**config.mk**
```make
export PLATFORM = sky130hd
export DESIGN_NAME = mcu_boot_ctrl
export DESIGN_NICKNAME = d
export VERILOG_FILES = /design/src/rtl/mcu_boot_ctrl_pkg.sv /design/src/rtl/mcu_boot_ctrl_store.sv /design/src/rtl/mcu_boot_ctrl_seq.sv /design/src/rtl/mcu_boot_ctrl_rdback.sv /design/src/rtl/mcu_boot_ctrl.sv
export SDC_FILE = /design/constraint.sdc
export NUM_CORES = 1
export LEC_CHECK = 0
export BUFFER_PORTS_ARGS = -buffer_cell sky130_fd_sc_hd__buf_2
export CORE_ASPECT_RATIO = 0.7
export CORE_MARGIN = 5
export CORE_UTILIZATION = 30
export CTS_CLUSTER_DIAMETER = 50
export DETAILED_ROUTE_END_ITERATION = 8
export HOLD_SLACK_MARGIN = 0.06
export PLACE_DENSITY_LB_ADDON = 0.25
export RECOVER_POWER = 50
export SYNTH_ARGS = -nofsm -noshare
export SYNTH_HDL_FRONTEND = slang
export SYNTH_SLANG_ARGS = --single-unit
```
**constraint.sdc**
```tcl
create_clock -name clk -period 1.35 [get_ports clk]
set_input_delay 0 -clock clk [delete_from_list [all_inputs] [get_ports clk]]
set_output_delay 0 -clock clk [all_outputs]
set_load 0.03 [all_outputs]
```
**src/rtl/mcu_boot_ctrl_pkg.sv**
```systemverilog
package mcu_boot_ctrl_pkg;
  localparam int OFF_CTRL  = 0;
  localparam int OFF_ALIAS = 1;
  localparam int OFF_MBX0  = 2;
  localparam int OFF_BOOT  = 4;
  localparam int OFF_VER   = 5;

  localparam int START_BIT = 0;
  localparam int HALT_BIT  = 4;
  localparam int ALIAS_BIT = 6;
endpackage

```
**src/rtl/mcu_boot_ctrl_store.sv**
```systemverilog
module mcu_boot_ctrl_store
  import mcu_boot_ctrl_pkg::*;
#(
  parameter int DATA_W = 32,
  parameter int ADDR_W = 3,
  parameter int MBX_N  = 2
) (
  input  logic                    clk,
  input  logic                    rst,
  input  logic                    host_wr,
  input  logic [ADDR_W-1:0]       host_addr,
  input  logic [DATA_W-1:0]       host_wdata,
  input  logic [MBX_N-1:0]        core_we,
  input  logic [MBX_N*DATA_W-1:0] core_wdata,
  output logic [MBX_N*DATA_W-1:0] mbx_q,
  output logic [DATA_W-1:0]       boot_q,
  output logic [DATA_W-1:0]       ver_q
);

  for (genvar g = 0; g < MBX_N; g++) begin : g_mbx
    logic host_hit;
    assign host_hit = host_wr && (host_addr == ADDR_W'(OFF_MBX0 + g));

    always_ff @(posedge clk) begin
      if (rst)
        mbx_q[g*DATA_W +: DATA_W] <= '0;
      else if (core_we[g])
        mbx_q[g*DATA_W +: DATA_W] <= core_wdata[g*DATA_W +: DATA_W];
      else if (host_hit)
        mbx_q[g*DATA_W +: DATA_W] <= host_wdata;
    end

    AST_CORE_WINS: assert property (@(posedge clk) disable iff (rst)
      core_we[g] |=> mbx_q[g*DATA_W +: DATA_W] == $past(core_wdata[g*DATA_W +: DATA_W]));
  end

  always_ff @(posedge clk) begin
    if (rst) begin
      boot_q <= '0;
      ver_q  <= '0;
    end else if (host_wr) begin
      if (host_addr == ADDR_W'(OFF_BOOT)) boot_q <= host_wdata;
      if (host_addr == ADDR_W'(OFF_VER))  ver_q  <= host_wdata;
    end
  end

endmodule

```
**src/rtl/mcu_boot_ctrl_seq.sv**
```systemverilog
module mcu_boot_ctrl_seq
  import mcu_boot_ctrl_pkg::*;
#(
  parameter int DATA_W = 32,
  parameter int ADDR_W = 3
) (
  input  logic              clk,
  input  logic              rst,
  input  logic              host_wr,
  input  logic [ADDR_W-1:0] host_addr,
  input  logic [DATA_W-1:0] host_wdata,
  input  logic              cfg_alias_en,
  input  logic              core_halt,
  input  logic [DATA_W-1:0] boot_addr,
  output logic              halted_q,
  output logic              alias_q,
  output logic              run_q,
  output logic [DATA_W-1:0] vector_q
);

  logic sel_hit;
  logic accept;

  assign sel_hit = alias_q ? (host_addr == ADDR_W'(OFF_ALIAS))
                           : (host_addr == ADDR_W'(OFF_CTRL));
  assign accept  = halted_q && host_wr && host_wdata[START_BIT] && sel_hit;

  always_ff @(posedge clk) begin
    alias_q <= cfg_alias_en;
    if (rst) begin
      halted_q <= 1'b1;
      run_q    <= 1'b0;
      vector_q <= '0;
    end else begin
      run_q <= accept;
      if (accept) begin
        halted_q <= 1'b0;
        vector_q <= boot_addr;
      end else if (!halted_q && core_halt) begin
        halted_q <= 1'b1;
      end
    end
  end

  AST_RUN_CLEARS_HALT: assert property (@(posedge clk) disable iff (rst)
    run_q |-> !halted_q);
  AST_RUN_ONE_CYCLE: assert property (@(posedge clk) disable iff (rst)
    run_q |=> !run_q);
  AST_RUN_NEEDS_HALTED: assert property (@(posedge clk) disable iff (rst)
    !halted_q |=> !run_q);
  AST_HALT_SETS: assert property (@(posedge clk) disable iff (rst)
    (!halted_q && core_halt) |=> halted_q);
  AST_ZERO_NO_START: assert property (@(posedge clk) disable iff (rst)
    (host_wr && !host_wdata[START_BIT]) |=> !run_q);

endmodule

```
**src/rtl/mcu_boot_ctrl_rdback.sv**
```systemverilog
module mcu_boot_ctrl_rdback
  import mcu_boot_ctrl_pkg::*;
#(
  parameter int DATA_W = 32,
  parameter int ADDR_W = 3,
  parameter int MBX_N  = 2
) (
  input  logic                    clk,
  input  logic                    rst,
  input  logic                    host_rd,
  input  logic [ADDR_W-1:0]       host_addr,
  input  logic [DATA_W-1:0]       ctrl_word,
  input  logic [MBX_N*DATA_W-1:0] mbx_q,
  input  logic [DATA_W-1:0]       boot_q,
  input  logic [DATA_W-1:0]       ver_q,
  output logic [DATA_W-1:0]       rdata,
  output logic                    rvalid
);

  logic [DATA_W-1:0] sel;

  always_comb begin
    sel = '0;
    if (host_addr == ADDR_W'(OFF_CTRL) || host_addr == ADDR_W'(OFF_ALIAS)) sel = ctrl_word;
    if (host_addr == ADDR_W'(OFF_BOOT)) sel = boot_q;
    if (host_addr == ADDR_W'(OFF_VER))  sel = ver_q;
    for (int i = 0; i < MBX_N; i++)
      if (host_addr == ADDR_W'(OFF_MBX0 + i)) sel = mbx_q[i*DATA_W +: DATA_W];
  end

  always_ff @(posedge clk) begin
    if (rst) begin
      rdata  <= '0;
      rvalid <= 1'b0;
    end else begin
      rvalid <= host_rd;
      if (host_rd) rdata <= sel;
    end
  end

  AST_RVALID_FOLLOWS: assert property (@(posedge clk) disable iff (rst)
    host_rd |=> rvalid);

endmodule

```
**src/rtl/mcu_boot_ctrl.sv**
```systemverilog
module mcu_boot_ctrl
  import mcu_boot_ctrl_pkg::*;
#(
  parameter int DATA_W = 32,
  parameter int ADDR_W = 3,
  parameter int MBX_N  = 2
) (
  input  logic                    clk,
  input  logic                    rst,
  input  logic                    host_wr,
  input  logic                    host_rd,
  input  logic [ADDR_W-1:0]       host_addr,
  input  logic [DATA_W-1:0]       host_wdata,
  output logic [DATA_W-1:0]       host_rdata,
  output logic                    host_rvalid,
  input  logic                    cfg_alias_en,
  output logic                    core_run,
  output logic [DATA_W-1:0]       core_vector,
  input  logic [MBX_N-1:0]        core_mbx_wr,
  input  logic [MBX_N*DATA_W-1:0] core_mbx_wdata,
  input  logic                    core_halt
);

  logic [MBX_N*DATA_W-1:0] mbx_q;
  logic [DATA_W-1:0]       boot_q;
  logic [DATA_W-1:0]       ver_q;
  logic                    halted_q;
  logic                    alias_q;
  logic [DATA_W-1:0]       ctrl_word;

  always_comb begin
    ctrl_word            = '0;
    ctrl_word[HALT_BIT]  = halted_q;
    ctrl_word[ALIAS_BIT] = alias_q;
  end

  mcu_boot_ctrl_store #(.DATA_W(DATA_W), .ADDR_W(ADDR_W), .MBX_N(MBX_N)) u_store (
    .clk(clk), .rst(rst), .host_wr(host_wr), .host_addr(host_addr),
    .host_wdata(host_wdata), .core_we(core_mbx_wr), .core_wdata(core_mbx_wdata),
    .mbx_q(mbx_q), .boot_q(boot_q), .ver_q(ver_q)
  );

  mcu_boot_ctrl_seq #(.DATA_W(DATA_W), .ADDR_W(ADDR_W)) u_seq (
    .clk(clk), .rst(rst), .host_wr(host_wr), .host_addr(host_addr),
    .host_wdata(host_wdata), .cfg_alias_en(cfg_alias_en), .core_halt(core_halt),
    .boot_addr(boot_q), .halted_q(halted_q), .alias_q(alias_q),
    .run_q(core_run), .vector_q(core_vector)
  );

  mcu_boot_ctrl_rdback #(.DATA_W(DATA_W), .ADDR_W(ADDR_W), .MBX_N(MBX_N)) u_rdback (
    .clk(clk), .rst(rst), .host_rd(host_rd), .host_addr(host_addr),
    .ctrl_word(ctrl_word), .mbx_q(mbx_q), .boot_q(boot_q), .ver_q(ver_q),
    .rdata(host_rdata), .rvalid(host_rvalid)
  );

  AST_START_GATED: assert property (@(posedge clk) disable iff (rst)
    (halted_q && !(host_wr && host_addr == (alias_q ? ADDR_W'(OFF_ALIAS) : ADDR_W'(OFF_CTRL))))
      |=> !core_run);

endmodule

```
==> impl_metrics.toml <==
[placement]
place_inst = 1496
pre_cts_slack_ns = -0.0838
io_buffers = 172
place_area_sq_um = 10100
routabilityCongestion = 0.755
hpwl_mm = 20.6

[synth]
synthesis.area_sq_um = 8510
syn-num-nets = 1109
synth_edf_count = 0
syn_inst = 1002
yosysUniqueCellTypes = 38
synth_seq_cells = 196
synth_top_area_share_pct = 46.1
synth_flop_cell = "dfxtp_1"
yosys.area.top_type = "dfxtp_1"
synth_area_leaders = "dfxtp_1, nand2_1, nor3_1, nor2b_1, nor4_1"
yosysWarnings = 0
synth-seq-area-share_pct = 46.1
ys_async_sr_fraction_pct = 0
synth_area_per_cell_sq_um = 8.49

[sta]
slew_headroom_pct = 56.5
fin_skew_ns = 0.0116
rsz0062_at_grt = "yes"
worst_slack_ns = -0.0333
whs_ns = 0.104
max_clock_freq_ghz = 0.723
finalSetupViolCount = 27
setup_tns_ns = -0.415
tightest_slew_ns = 0.653
report.final.hold_viol_count = 0
period_share_pct = 102
fin_crit_ns = 1.38
slew_violations = 0

[setup_path]
crit_required_ns = 1.72
cp-start-kind = "flop"
max_stage_delay_ns = 0.34
crit_family = "simple AND/OR/NAND/NOR gates"
arrival_ns = 1.75
crit_type = "flop to flop"
critPathMaxFanout = 6
path_cells = "nand4b_1 > nor3_4 > buf_12 > buf_6 > mux2i_1"
path_buf_inv = 2
crit_slowest_cell = "dfxtp_2"
cp-end-kind = "flop"

[grt]
grt_overflow = 0
gr-usage-all-layers_pct = 18.6
grtUsageMet1_pct = 27.0
gr-max-usage-layer = "met2"
antenna_found_initial = 3
grt_pass1_vias = 8059
grt_pass1_wl_mm = 46.5
met3_usage_pct = 3.54
grt_start_max_net_pins = 70
grtUsageMet2_pct = 28.7

[floorplanning]
core_sq_um = 27900
pin_count = 173
die-area_sq_um = 31900
die_y_um = 151
die_w_um = 211
start_util_pct = 30.5
core.rowCount = 51

[route]
drtIter0Drc = 802
dr_total_vias = 8372
dr.pass1.iters = 7
ant_nets = 0
wirelength_mm = 30.6
drc_errors = 0
vias_per_cell = 5.09
post_drt_wl_per_cell_um = 18.6

[power_and_ir_drop]
total_power_mw = 13.0
ir_drop_mv = 0.773
powerDensity_nw_per_um2 = 1100
p_leak_nw = 4.24

[final_layout]
drive_gt1_share_pct = 19.1
fin_cells = 1646
final_util_pct = 42.3
nets = 1366
multi_input_area_sq_um = 4130
final_cell_area_sq_um = 11800
fillerInstances = 2822
area_growth_pct = 38.7
seqCellArea_sq_um = 3930

[clock_network]
cts_buffers = 17
cts.clk_slew.worst_paths_ns = 0.07
cts_sinks = 196
clock_latency_ns = 0.44
cts-htree-levels = 4
cts_tree = "done"
root_buffer = "clkbuf_16"
clockBufferDepth = 2

[worst_hold_path]
holdCritPathClass = "input pin to flop"

[run_status]
violations = "negative setup slack"
outcome = "finished, violations left"

[job]
drv_cap = 0
==> worst paths after layout <==
check        cells after the start                 to              start  slack, ns
max                              5  u_seq.vector_q[0]     u_seq.halted_q      -0.03
min                              4        u_seq.run_q       host_addr[2]       0.10
max reg2reg                      5  u_seq.vector_q[0]     u_seq.halted_q      -0.03
min reg2reg                      2  u_store.ver_q[26]  u_store.ver_q[26]       0.45
==> cell usage in the layout (no fill, tap or decap), types with 4 or more instances in the layout <==
master / n
clkbuf_2: 4
buf_4: 32
a211oi_1: 29
clkbuf_16: 20
mux2i_1: 33
nor3_1: 128
nor4_1: 66
clkbuf_1: 68
mux2_2: 30
dlygate4sd3_1: 108
nor2_1: 32
buf_12: 23
clkinv_4: 5
buf_2: 100
nor2b_1: 66
a21oi_1: 64
a222oi_1: 28
nand2_1: 193
dfxtp_1: 193
==> state kept, by name, indices dropped and copies added, names as in the netlist <==
signal,count
u_seq.run_q,1
u_rdback.rdata,32
u_store.mbx_q,64
u_store.boot_q,32
u_seq.alias_q,1
u_seq.vector_q,32
u_store.ver_q,32
u_rdback.rvalid,1
u_seq.halted_q,1
==> layer usage <==
layer,part of all wire (%),up-vias
met2,43,291
met5,0,-
li1,-,4083
met1,49,3972
met3,6.7,26
met4,1.4,0
==> power breakdown <==
| group | total (mW) | switching, mW | internal [mW] | leakage, nW |
|---|---|---|---|---|
| registers | 6.18 | 0.158 | 6.02 | 1.61 |
| clock network | 5.00 | 2.46 | 2.54 | 0.278 |
| logic | 1.79 | 0.961 | 0.825 | 2.35 |
==> Yosys cell counts, types with 3 or more instances <==
| master | instances |
|---|---|
| buf_6 | 4 |
| nor3_1 | 128 |
| a222oi_1 | 28 |
| nor3b_1 | 3 |
| and4b_1 | 3 |
| nor2b_1 | 67 |
| nand2_1 | 193 |
| nor2_1 | 32 |
| clkbuf_1 | 59 |
| a21oi_1 | 64 |
| a211oi_1 | 29 |
| mux2_2 | 31 |
| buf_4 | 9 |
| buf_2 | 31 |
| mux2i_1 | 33 |
| nand4b_1 | 3 |
| nor4_1 | 66 |
| dfxtp_1 | 196 |
==> final cells by class <==
cell class / count / share of cell area [%]
antenna: 3 / 0.0636
clock buffer: 20 / 3.87
timing repair buffer: 342 / 22.8
tap: 371 / 3.93
sequential: 196 / 33.3
inverter: 1 / 0.0318
clock inverter: 12 / 0.986
multi-input combinational: 701 / 35.0
==> tightest hold or removal path: stages <==
cell and delay (ns):
buf_2 0.16, buf_12 0.13, buf_4 0.13, nor4_1 0.06
==> kinds of logic (layout without fill, tap and decap cells) <==
group                     after synthesis  after routing  synth area share [%]
muxes                                  64             64                  7.99
other                                   0              3                     0
and+or+nand+nor                       505            505                  29.4
DFF                                   196            196                  46.1
buffers and inverters                 105            375                  5.84
xor gates and xnor gates                1              1                 0.103
AOI/OAI and AO/OA                     131            131                  10.6
==> repair_timing <==
action / 4_1_cts / 5_1_grt
gates resized for setup: 0 / 8
hold endpoints to repair: 149 / 0
hold buffers: 109 / 0
setup endpoints to repair: 0 / 44
setup buffers: 0 / 2
(Power assumes the default switching activity.)
